==> src/rtl/nrn_gate_pkg.sv <==
package nrn_gate_pkg;

    // Preset codes; weights are raw Q1.8 integers (units of 1/256)
    typedef enum logic [2:0] {
        GATE_AND  = 3'd0,
        GATE_NAND = 3'd1,
        GATE_OR   = 3'd2,
        GATE_NOR  = 3'd3,
        GATE_NOT  = 3'd4
    } gate_sel_e;

    localparam int FRAC_BITS = 8;

    typedef struct packed {
        logic        ok;
        logic [31:0] w0;
        logic [31:0] w1;
        logic [31:0] bias;
    } preset_t;

    function automatic preset_t preset_of(logic [2:0] sel);
        preset_t p;
        p.ok = 1'b1;
        case (sel)
            GATE_AND:  begin p.w0 = 32'( 123); p.w1 = 32'( 123); p.bias = 32'(-185); end
            GATE_NAND: begin p.w0 = 32'(-100); p.w1 = 32'(-177); p.bias = 32'( 227); end
            GATE_OR:   begin p.w0 = 32'( 251); p.w1 = 32'( 225); p.bias = 32'(-112); end
            GATE_NOR:  begin p.w0 = 32'(-251); p.w1 = 32'(-225); p.bias = 32'( 112); end
            GATE_NOT:  begin p.w0 = 32'(-256); p.w1 = 32'(   0); p.bias = 32'( 128); end
            default:   begin p.ok = 1'b0; p.w0 = '0; p.w1 = '0; p.bias = '0; end
        endcase
        return p;
    endfunction

endpackage

==> src/rtl/nrn_wreg.sv <==
module nrn_wreg
    import nrn_gate_pkg::*;
#(
    parameter int WW = 10,
    parameter int BW = 10
) (
    input  logic                 clk,
    input  logic                 rst,
    input  logic                 cfg_we,
    input  logic signed [WW-1:0] cfg_w0,
    input  logic signed [WW-1:0] cfg_w1,
    input  logic signed [BW-1:0] cfg_bias,
    input  logic                 preset_we,
    input  logic [2:0]           preset_sel,
    output logic signed [WW-1:0] w0,
    output logic signed [WW-1:0] w1,
    output logic signed [BW-1:0] bias
);
    preset_t pre_sel;
    preset_t pre_rst;

    always_comb begin
        pre_sel = preset_of(preset_sel);
        pre_rst = preset_of(GATE_AND);
    end

    always_ff @(posedge clk) begin
        if (rst) begin
            w0   <= WW'(pre_rst.w0);
            w1   <= WW'(pre_rst.w1);
            bias <= BW'(pre_rst.bias);
        end else if (cfg_we) begin
            w0   <= cfg_w0;
            w1   <= cfg_w1;
            bias <= cfg_bias;
        end else if (preset_we && pre_sel.ok) begin
            w0   <= WW'(pre_sel.w0);
            w1   <= WW'(pre_sel.w1);
            bias <= BW'(pre_sel.bias);
        end
    end
endmodule

==> src/rtl/nrn_mac.sv <==
module nrn_mac #(
    parameter int WW = 10,
    parameter int BW = 10,
    parameter int SW = 12
) (
    input  logic                 in_a,
    input  logic                 in_b,
    input  logic signed [WW-1:0] w0,
    input  logic signed [WW-1:0] w1,
    input  logic signed [BW-1:0] bias,
    output logic signed [SW-1:0] sum
);
    logic signed [SW-1:0] t0, t1, tb;

    always_comb begin
        t0  = in_a ? SW'(w0) : '0;
        t1  = in_b ? SW'(w1) : '0;
        tb  = SW'(bias);
        sum = t0 + t1 + tb;
    end
endmodule

==> src/rtl/nrn_act.sv <==
module nrn_act #(
    parameter int SW      = 12,
    parameter int LW      = 8,
    parameter int GAIN_SH = 2
) (
    input  logic signed [SW-1:0] sum,
    output logic [LW-1:0]        level,
    output logic                 decision
);
    localparam int PW   = SW + GAIN_SH + 1;
    localparam int MID  = 2 ** (LW - 1);
    localparam int MAXV = 2 ** LW - 1;

    logic signed [PW-1:0] pre;

    always_comb begin
        pre = (PW'(sum) <<< GAIN_SH) + PW'(MID);
        if (pre < 0)
            level = '0;
        else if (pre > PW'(MAXV))
            level = LW'(MAXV);
        else
            level = pre[LW-1:0];
        decision = level[LW-1];
    end
endmodule

==> src/rtl/nrn_gate.sv <==
module nrn_gate
    import nrn_gate_pkg::*;
#(
    parameter int WW      = 10,
    parameter int BW      = 10,
    parameter int LW      = 8,
    parameter int GAIN_SH = 2
) (
    input  logic                 clk,
    input  logic                 rst,
    input  logic                 cfg_we,
    input  logic signed [WW-1:0] cfg_w0,
    input  logic signed [WW-1:0] cfg_w1,
    input  logic signed [BW-1:0] cfg_bias,
    input  logic                 preset_we,
    input  logic [2:0]           preset_sel,
    input  logic                 in_valid,
    input  logic                 in_a,
    input  logic                 in_b,
    output logic                 out_valid,
    output logic [LW-1:0]        out_level,
    output logic                 out_bit
);
    localparam int SW = ((WW > BW) ? WW : BW) + 2;

    logic signed [WW-1:0] w0, w1;
    logic signed [BW-1:0] bias;
    logic signed [SW-1:0] sum;
    logic [LW-1:0]        level;
    logic                 decision;

    nrn_wreg #(.WW(WW), .BW(BW)) u_wreg (
        .clk(clk), .rst(rst),
        .cfg_we(cfg_we), .cfg_w0(cfg_w0), .cfg_w1(cfg_w1), .cfg_bias(cfg_bias),
        .preset_we(preset_we), .preset_sel(preset_sel),
        .w0(w0), .w1(w1), .bias(bias)
    );

    nrn_mac #(.WW(WW), .BW(BW), .SW(SW)) u_mac (
        .in_a(in_a), .in_b(in_b), .w0(w0), .w1(w1), .bias(bias), .sum(sum)
    );

    nrn_act #(.SW(SW), .LW(LW), .GAIN_SH(GAIN_SH)) u_act (
        .sum(sum), .level(level), .decision(decision)
    );

    always_ff @(posedge clk) begin
        if (rst) begin
            out_valid <= 1'b0;
            out_level <= '0;
            out_bit   <= 1'b0;
        end else begin
            out_valid <= in_valid;
            if (in_valid) begin
                out_level <= level;
                out_bit   <= decision;
            end
        end
    end
endmodule

==> config.mk <==
export PLATFORM = sky130hd
export DESIGN_NAME = nrn_gate
export DESIGN_NICKNAME = d
export VERILOG_FILES = /design/src/rtl/nrn_gate_pkg.sv /design/src/rtl/nrn_wreg.sv /design/src/rtl/nrn_mac.sv /design/src/rtl/nrn_act.sv /design/src/rtl/nrn_gate.sv
export SDC_FILE = /design/constraint.sdc
export NUM_CORES = 1
export LEC_CHECK = 0
export ABC_AREA = 1
export BUFFER_PORTS_ARGS = -buffer_cell sky130_fd_sc_hd__buf_4
export CAP_MARGIN = 20
export CORE_MARGIN = 2
export CORE_UTILIZATION = 35
export CTS_BUF_LIST = sky130_fd_sc_hd__clkbuf_4
export DETAILED_ROUTE_END_ITERATION = 6
export PLACE_DENSITY_LB_ADDON = 0.25
export SETUP_SLACK_MARGIN = 0.5
export SLEW_MARGIN = 25
export SYNTH_ARGS = -nofsm -noshare
export SYNTH_HDL_FRONTEND = slang
export SYNTH_HIERARCHICAL = 1
export SYNTH_SLANG_ARGS = --single-unit
==> constraint.sdc <==
create_clock -name clk -period 5.67 [get_ports clk]
set_input_delay 0.2835 -clock clk [delete_from_list [all_inputs] [get_ports clk]]
set_output_delay 0.2835 -clock clk [all_outputs]
set_load 0.05 [all_outputs]
==> metrics, run 1 <==
Worst Path Buf+Inv 5; global-route wire length before repair 11.20 mm; area grow syn2layout 14.43%; synthesis-stage register bit count 40; min cycle time layout 3.736 ns; WL/cell 10.57 um; Antenna Nets Post-Route 0; Critical Path Slowest Stage Cell fa_1; DR iter-0 viols 81; max-cap violations 0; dpl ws 1.829 ns; Worst-Margin Slew 0.3938 ns; crit-path cells nand2_1 > inv_1 > fa_1 > ha_1 > inv_1 > fa_1 > inv_1 > nand3_1 > nand3_1 > xor2_1 > ha_1 > inv_1 > nand2_1 > nand2_1 > nor2_1 > nand2_1 > nor2_1 > nand3_1 > ha_1 > a21oi_1 > inv_1 > nand2_1 > nand2_1 > nor2_1; ratio of cells with drive above 1 in the final layout 0.1463; met3 usage 0.02741; global route overflow 0; Layout fillers 913; total CTS buffers 5; CTS-repair resized insts 0; cell row count 33; worst skew pair latency 0.34 ns; largest area contributor in the netlist dfxtp_1; CP endpoint kind register; Clock Skews 0.01072 ns; die width 95.78 um; GRT Max-Usage Layer met2; setup slack, reg-to-reg 1.93 ns; setup repair bufs after CTS 0; syn nets 521; final WL 6.383 mm; kind of cell adding the most delay to the critical path adder cells; initial antenna violation count 0; Via Count 2759; Port Buf Inserts 49; met2 Usage GRT 0.2704; CTS tree built; CTS clock-pin slew for the worst setup and hold paths 0.12 ns; Initial Utilization 0.3606; EDFF count, synth 0; Crit Path Class register to register; instance count on the critical path 24; vias in the first global route 2639; Critical Path End out_bit; post-synth cell types 30; area of the multi-input gates 0.001733 mm2; Yosys warning count 6; final setup violating endpoints 0; required time of the critical path 5.96 ns; worst relative slew slack 0.7372; FF-to-FF Start u_wreg/w0[1]; Highest Clock Rate 0.2676 GHz; Post-Syn Area 0.002948 mm2; Peak VDD IR 79.07 uV; count leader, synth nand2_1; I/O pin cnt 50; Final WS setup 1.934 ns; Via density 4.568; crit share post-route 0.6590; Top FF cell, synth dfxtp_1; number of iterations in the first detailed-routing pass 4; final net count 562; hold buffer count at cts 0; top cells by area, synth dfxtp_1, nand2_1, inv_1, fa_1, nor2_1; fin util 0.4126; Hold Crit Depth 3; Worst path max stage delay 0.50 ns; CP startpoint kind register; Num Clock Sinks 40; die area 0.009173 mm2; total power 905.1 uW; RSZ-0062 raised after global routing false; Post-DP HPWL 5.203 mm; largest net degree at the start of global routing 28; Reg area 800.8 um2; number of diodes 0; status complete, no violations; root buffer cell clkbuf_4; Synth top area share 0.2716; most common library cells after synthesis nand2_1, inv_1, nor2_1, dfxtp_1, nand3_1; height of the chip 95.78 um; Async S/R FF share, synth 0; end of the worst register-to-register path out_bit; CP Max Fanout 6; P_leak 0.001906 uW; P per Cell Area 268.3 mW/mm2; R2R cell count 24; Final Hold Fails 0; Setup TNS 0 ns; Global Route Usage Sum 0.1523; CTS max path bufs 2; core footprint 0.008175 mm2; # DRC 0; CP Launch Point u_wreg/w0[1]; Top cell by count, worst path nand2_1; H-tree depth 2; max-slew violations 0; post-synthesis sequential area ratio 0.2716; Syn Area/Cell 6.436 um2; GPL Wtd Cong 0.8714; count of mapped cells out of synthesis 458; Hold WC Path Type primary input to register; worst path arrival time 4.03 ns; GR Util met1 0.1929
[through the flow]
stage | hold slack [ns] | cell area, um2 | cells
after floorplan | 0.3547 | 2948 | 458
after global placement | 0.4487 | 3323 | 597
after detailed placement | 0.4485 | 3323 | 597
after CTS | 0.1374 | 3373 | 604
after global routing | 0.1165 | 3373 | 604
final | 0.1462 | 3373 | 604
[metal layers]
metal  wire length (um)  vias up
met5                  0        -
met4                 53        0
met3                187        5
met2               3145       43
met1               2995     1241
li1                   -     1470
[flip-flops by register name, summed over array words and instances (netlist names)]
register / count
out_bit: 1
out_level: 8
out_valid: 1
u_wreg/bias: 10
u_wreg/w0: 10
u_wreg/w1: 10
[tightest hold or removal path, cell delays in order]
cell,delay [ns]
buf_4,0.08
nand2_1,0.04
nand3_1,0.06
[report_power, final]
part | switching [uW] | total, uW | internal [uW]
registers | 16.0 | 324 | 308
clock network | 90.9 | 136 | 45.3
logic | 282 | 445 | 163
[cell families after synthesis]
logic type                 synth area share
and+or+nand+nor                      0.3697
buffers and inverters                0.1405
DFF                                  0.2716
AOI/OAI and AO/OA                   0.08065
adders and majority gates            0.1256
xor gates and xnor gates            0.01189
[cell usage in the layout, fill, tap and decap left out, drive strengths merged]
cell / instances
nand4: 4
ha: 12
xnor2: 1
xor2: 3
o211ai: 1
nand2: 159
buf: 49
inv: 74
a21boi: 5
nor2: 58
o21ai: 4
a21oi: 27
fa: 11
nand3: 41
clkbuf: 5
o21bai: 1
dfxtp: 40
clkinvlp: 1
clkinv: 3
[how the worst min path moves through the flow]
stage,start,end,slack [ns]
after floorplan,rst,out_valid,0.35
after global placement,u_wreg/w1[0],u_wreg/w1[0],0.45
after detailed placement,u_wreg/w1[5],u_wreg/w1[5],0.45
after CTS,cfg_bias[0],u_wreg/bias[0],0.14
after global routing,cfg_bias[0],u_wreg/bias[0],0.12
final,cfg_bias[1],u_wreg/bias[1],0.15
[layout make-up]
cell class / count / area share
Tap cell: 105 / 0.03895
Sequential cell: 40 / 0.2374
Multi-Input combinational cell: 327 / 0.5137
Clock inverter: 2 / 0.003709
Clock buffer: 5 / 0.01113
Inverter: 76 / 0.08605
Timing Repair Buffer: 49 / 0.1091
Power figures use the tool's default switching activity.
==> run 2, diff against run 1 <==
Settings changed: ABC_AREA 1 to 0.
Clock period 5.67 ns to 3.8 ns, I/O delays scaled along.
==> metrics, run 2 <==
DR iter-0 viols 87 (was 81); Async S/R FF share, synth 0 (unchanged); crit share post-route 0.9454 (was 0.6590); # DRC 0 (unchanged); Num Clock Sinks 40 (unchanged); RSZ-0062 raised after global routing true (was false); ratio of cells with drive above 1 in the final layout 0.3155 (was 0.1463); vias in the first global route 2226 (was 2639); Antenna Nets Post-Route 0 (unchanged); total CTS buffers 5 (unchanged); largest area contributor in the netlist dfxtp_1 (unchanged); Layout fillers 717 (was 913); Final Hold Fails 0 (unchanged); CP startpoint kind register (unchanged); Yosys warning count 6 (unchanged); Highest Clock Rate 0.2784 GHz (was 0.2676 GHz); Top FF cell, synth dfxtp_1 (unchanged); root buffer cell clkbuf_4 (unchanged); Peak VDD IR 179.6 uV (was 79.07 uV); HP Start cfg_w0[3] (was cfg_bias[1]); Port Buf Inserts 49 (unchanged); Syn Area/Cell 8.919 um2 (was 6.436 um2); Initial Utilization 0.3580 (was 0.3606); CTS tree built (unchanged); Non-Filler Instances 435 (was 604); die width 89.67 um (was 95.78 um); die area 0.008041 mm2 (was 0.009173 mm2); CP endpoint kind register (unchanged); area grow syn2layout 26.21% (was 14.43%); P_leak 0.001448 uW (was 0.001906 uW); most common library cells after synthesis dfxtp_1, nand2_1, nor2_1, inv_1, and2_1 (was nand2_1, inv_1, nor2_1, dfxtp_1, nand3_1); count leader, synth dfxtp_1 (was nand2_1); GPL Wtd Cong 0.7652 (was 0.8714); post-synth cell types 49 (was 30); CP Max Fanout 6 (unchanged); Setup TNS 0 ns (unchanged); CTS clock-pin slew for the worst setup and hold paths 0.13 ns (was 0.12 ns); final net count 398 (was 562); most frequent cells in the layout buf_4, dfxtp_1, nor2_1, nand2_1, inv_1 (was nand2_1, inv_1, nor2_1); commonest non-fill, non-tap cell in the layout buf_4 (was nand2_1); max-cap violations 0 (unchanged); largest net degree at the start of global routing 41 (was 28); WL/cell 13.87 um (was 10.57 um); CTS max path bufs 2 (unchanged); status complete, no violations (unchanged); core footprint 0.007176 mm2 (was 0.008175 mm2); required time of the critical path 4.02 ns (was 5.96 ns); FF-to-FF Start u_wreg/w0[2] (was u_wreg/w0[1]); Largest regs u_wreg/bias x10, u_wreg/w0 x10, u_wreg/w1 x10 (unchanged); Hold WC Path Type primary input to register (unchanged); top cells by area, synth dfxtp_1, fa_1, ha_1, nand2_1, nor2_1 (was dfxtp_1, nand2_1, inv_1, fa_1, nor2_1); Clock Skews 0.02166 ns (was 0.01072 ns); placed cells 422 (was 597); syn nets 351 (was 521); global-route wire length before repair 10.60 mm (was 11.20 mm); area of the multi-input gates 0.001744 mm2 (was 0.001733 mm2); CP Launch Point u_wreg/w0[2] (was u_wreg/w0[1]); max-slew violations 0 (unchanged); hold buffer count at cts 0 (unchanged); P per Cell Area 467.3 mW/mm2 (was 268.3 mW/mm2); Worst-Margin Slew 0.3922 ns (was 0.3938 ns); final setup violating endpoints 0 (unchanged); total power 1515 uW (was 905.1 uW); worst path arrival time 3.81 ns (was 4.03 ns); min cycle time layout 3.593 ns (was 3.736 ns); post-route cell area 0.003242 mm2 (was 0.003373 mm2); Via density 4.952 (was 4.568); Reg area 803.3 um2 (was 800.8 um2); H-tree depth 2 (unchanged); number of diodes 0 (unchanged); Post-DP Area 0.003045 mm2 (was 0.003323 mm2); number of iterations in the first detailed-routing pass 5 (was 4); EDFF count, synth 0 (unchanged); I/O pin cnt 50 (unchanged); count of mapped cells out of synthesis 288 (was 458); global route overflow 0 (unchanged); final WL 6.035 mm (was 6.383 mm); synthesis-stage register bit count 40 (unchanged); Post-DP HPWL 4.562 mm (was 5.203 mm); cell row count 31 (was 33); height of the chip 89.67 um (was 95.78 um); Post-Syn Area 0.002569 mm2 (was 0.002948 mm2); initial antenna violation count 0 (unchanged); post-synthesis sequential area ratio 0.3117 (was 0.2716); worst relative slew slack 0.7385 (was 0.7372); Global Route Usage Sum 0.1680 (was 0.1523); Via Count 2154 (was 2759); Crit Path Class register to register (unchanged); worst skew pair latency 0.35 ns (was 0.34 ns); Synth top area share 0.3117 (was 0.2716)
==> run 2: kinds of logic (layout without fill, tap and decap cells) <==
family,count (synthesis),in the layout,share of synthesized area
AOI/OAI and AO/OA,62,62,0.1983
xor gates and xnor gates,8,8,0.02728
buffers and inverters,37,85,0.06916
muxes,10,10,0.03897
adders and majority gates,23,23,0.1442
and+or+nand+nor,108,108,0.2104
DFF,40,40,0.3117
==> run 2: metrics by stage <==
step	setup WS [ns]	hold WS, ns	util
4_1_cts	0.1972	0.04349	0.4429
3_3_place_gp	0.2096	0.4098	0.4244
6_report	0.2074	0.06017	0.4518
5_1_grt	0.05355	0.05128	0.4518
2_1_floorplan	0.4352	0.3067	-
3_5_place_dp	0.1394	0.4099	0.4244
==> run 2: final timing paths <==
kind	cells after the start	slack, ns	end
max	16	0.21	out_level[3]
max reg2reg	16	0.21	out_level[3]
min reg2reg	2	0.47	u_wreg/w0[4]
min	3	0.06	u_wreg/w0[3]
==> run 2: area by class of cell <==
type	count	area share
multi-input combinational	211	0.5380
clock inverter	3	0.01158
sequential	40	0.2478
tap	99	0.03821
clock buffer	5	0.01158
timing repair buffer	55	0.1274
inverter	22	0.02547
==> run 2: layer usage <==
layer	track usage	vias up	routed length, um
met5	0	-	0
met4	0.02035	0	10
met3	0.03565	2	280
met2	0.2854	51	2896
met1	0.2264	1006	2848
li1	-	1095	-
==> run 2: power by group <==
group	internal, uW	total [uW]	switching, uW
sequential	465	491	26.3
clock	135	275	140
combinational	337	749	412
==> run 2: critical path, cell delays in order, from the launching register on <==
cell and delay [ns]:
dfxtp_2 0.35, and2_4 0.15, fa_1 0.47, ha_1 0.31, a21o_1 0.19, a2111oi_4 0.32
buf_4 0.18, o21ai_2 0.05, a21oi_2 0.17, xnor2_2 0.09, nor4_1 0.29, nand2_1 0.11
a2bb2oi_2 0.16, ha_4 0.32, a21oi_2 0.06, mux2i_1 0.14, nor2_1 0.06
==> run 2: timing repair <==
action,in CTS,in global routing
gates resized for setup,8,11
buffers inserted,3,2
setup endpoints to repair,8,9
hold endpoints to repair,0,0
pin swaps,15,23
==> run 3, diff against run 2 <==
==> constraint.sdc (replaced) <==
create_clock -name clk -period 4.5 [get_ports clk]
set_input_delay 0.675 -clock clk [delete_from_list [all_inputs] [get_ports clk]]
set_output_delay 0.675 -clock clk [all_outputs]
set_load 0.05 [all_outputs]
==> metrics, run 3 (synthesis gave the netlist of run 2 again) <==
Hold WC Path Type register to register (was primary input to register); Setup TNS 0 ns (unchanged); height of the chip 89.67 um (unchanged); required time of the critical path 4.75 ns (was 4.02 ns); max-cap violations 0 (unchanged); WL/cell 13.55 um (was 13.87 um); DR iter-0 viols 116 (was 87); Peak VDD IR 143.4 uV (was 179.6 uV); number of diodes 0 (unchanged); Clock Skews 0.01425 ns (was 0.02166 ns); worst relative slew slack 0.5695 (was 0.7385); end of the worst register-to-register path out_level[5] (was out_level[3]); Critical Path Slowest Stage Cell fa_1 (unchanged); final net count 393 (was 398); final WL 5.828 mm (was 6.035 mm); Initial Utilization 0.3580 (unchanged); Via Count 2147 (was 2154); number of iterations in the first detailed-routing pass 5 (unchanged); HP Start u_wreg/w1[4] (was cfg_w0[3]); R2R cell count 15 (was 16); cell row count 31 (unchanged); most frequent cells in the layout buf_4, dfxtp_1, nor2_1, nand2_1, inv_1 (unchanged); min cycle time layout 3.809 ns; CTS tree built (unchanged); CTS max path bufs 2 (unchanged); worst skew pair latency 0.36 ns (was 0.35 ns); P_leak 0.001399 uW (was 0.001448 uW); RSZ-0062 raised after global routing false (was true); P per Cell Area 390.2 mW/mm2 (was 467.3 mW/mm2); Min-Delay Endpoint u_wreg/w1[4] (was u_wreg/w0[3]); crit-path cells buf_4 > and2_1 > fa_1 > ha_1 > and3_1 > a2111oi_4 > o21bai_2 > a21oi_2 > xnor2_1 > nor4_1 > nand2_1 > a2bb2oi_2 > ha_2 > a21oi_1 > mux2i_1 > nor2_1 (was and2_4 > fa_1 > ha_1 > a21o_1 > a2111oi_4 > buf_4 > o21ai_2 > a21oi_2 > xnor2_2 > nor4_1 > nand2_1 > a2bb2oi_2 > ha_4 > a21oi_2 > mux2i_1 > nor2_1); final setup violating endpoints 0 (unchanged); root buffer cell clkbuf_4 (unchanged); GPL Wtd Cong 0.7352 (was 0.7652); total power 1204 uW (was 1515 uW); Highest Clock Rate 0.2625 GHz; die width 89.67 um (unchanged); Worst-Margin Slew 0.6457 ns (was 0.3922 ns); initial antenna violation count 0 (unchanged); ratio of cells with drive above 1 in the final layout 0.2417 (was 0.3155); Global Route Usage Sum 0.1540 (was 0.1680); Hold Crit Depth 2 (was 3); I/O pin cnt 50 (unchanged); Worst path max stage delay 0.46 ns (was 0.47 ns); global route overflow 0 (unchanged); CP endpoint kind register (unchanged); Post-DP HPWL 4.441 mm (was 4.562 mm); status complete, no violations (unchanged); global-route wire length before repair 9.632 mm (was 10.60 mm); die area 0.008041 mm2 (unchanged); setup slack, reg-to-reg 0.78 ns (was 0.21 ns); Final Hold Fails 0 (unchanged); area grow syn2layout 20.07% (was 26.21%); crit share post-route 0.8465; Crit Path Class primary input to register (was register to register); FF-to-FF Start u_wreg/w0[5] (was u_wreg/w0[2]); core footprint 0.007176 mm2 (unchanged); CTS clock-pin slew for the worst setup and hold paths 0.13 ns (about the same); Via density 4.993 (was 4.952); total CTS buffers 5 (unchanged); max-slew violations 0 (unchanged); H-tree depth 2 (unchanged); CP Max Fanout 10 (was 6); Num Clock Sinks 40 (unchanged); CP startpoint kind primary input (was register); largest net degree at the start of global routing 41 (unchanged); Antenna Nets Post-Route 0 (unchanged); worst path arrival time 4.06 ns (was 3.81 ns); # DRC 0 (unchanged); Largest regs u_wreg/bias x10, u_wreg/w0 x10, u_wreg/w1 x10 (unchanged); Port Buf Inserts 49 (unchanged); commonest non-fill, non-tap cell in the layout buf_4 (unchanged); hold buffer count at cts 0 (unchanged); vias in the first global route 2081 (was 2226)
[run 3: critical path: cells and delay by family]
kind | cells | cell delay [ns]
xor gates and xnor gates | 1 | 0.12
buffers and inverters | 1 | 0.14
AOI/OAI and AO/OA | 5 | 0.95
and+or+nand+nor | 5 | 0.83
muxes | 1 | 0.13
adders and majority gates | 3 | 1.22
[run 3: final cells by class]
type,count,area [um2]
Clock inverter,3,42.54
Fill cell,734,4091
Clock buffer,5,37.54
Inverter,22,82.58
Multi-Input combinational cell,211,1622
Tap cell,99,123.9
Timing Repair Buffer,50,375.4
Sequential cell,40,800.8
[run 3: what timing repair did]
action                     in CTS  in global routing
gates resized for setup         0                  9
hold endpoints to repair        0                  0
setup buffers                   0                  0
setup endpoints to repair       0                  7
[run 3: routing by layer]
metal,vias up,routed length [um],global-route usage
met1,994,2907,0.2161
met5,-,0,0
met3,5,285,0.03016
met2,60,2592,0.2447
li1,1088,-,-
met4,0,42,0.03664
[run 3: metrics by stage]
step	worst slack, ns	util	area, um2	hold slack, ns	instances
2_1_floorplan	0.5356	-	2569	0.4153	288
3_3_place_gp	0.2655	0.4143	2973	0.4297	422
3_5_place_dp	0.1610	0.4143	2973	0.4339	422
4_1_cts	0.5469	0.4255	3053	0.4557	430
5_1_grt	0.5051	0.4298	3084	0.4652	430
6_report	0.6908	0.4298	3084	0.4593	430
[run 3: power breakdown]
| group | internal [uW] | leakage [uW] | switching, uW | total [uW] |
|---|---|---|---|---|
| clock network | 116 | 0.0000428 | 133 | 249 |
| logic | 228 | 0.00102 | 312 | 540 |
| registers | 392 | 0.000332 | 22.0 | 414 |
| total | 736 | 0.00140 | 467 | 1200 |
[run 3: worst max path at each step]
stage / start / to / slack [ns] / cells after the start
global placement: in_a / out_bit / 0.27 / 18
CTS: in_a / out_bit / 0.55 / 18
detailed placement: in_a / out_bit / 0.16 / 18
finish: in_a / out_level[5] / 0.69 / 16
floorplan: in_a / out_level[7] / 0.54 / 18
global route: in_a / out_level[7] / 0.51 / 18
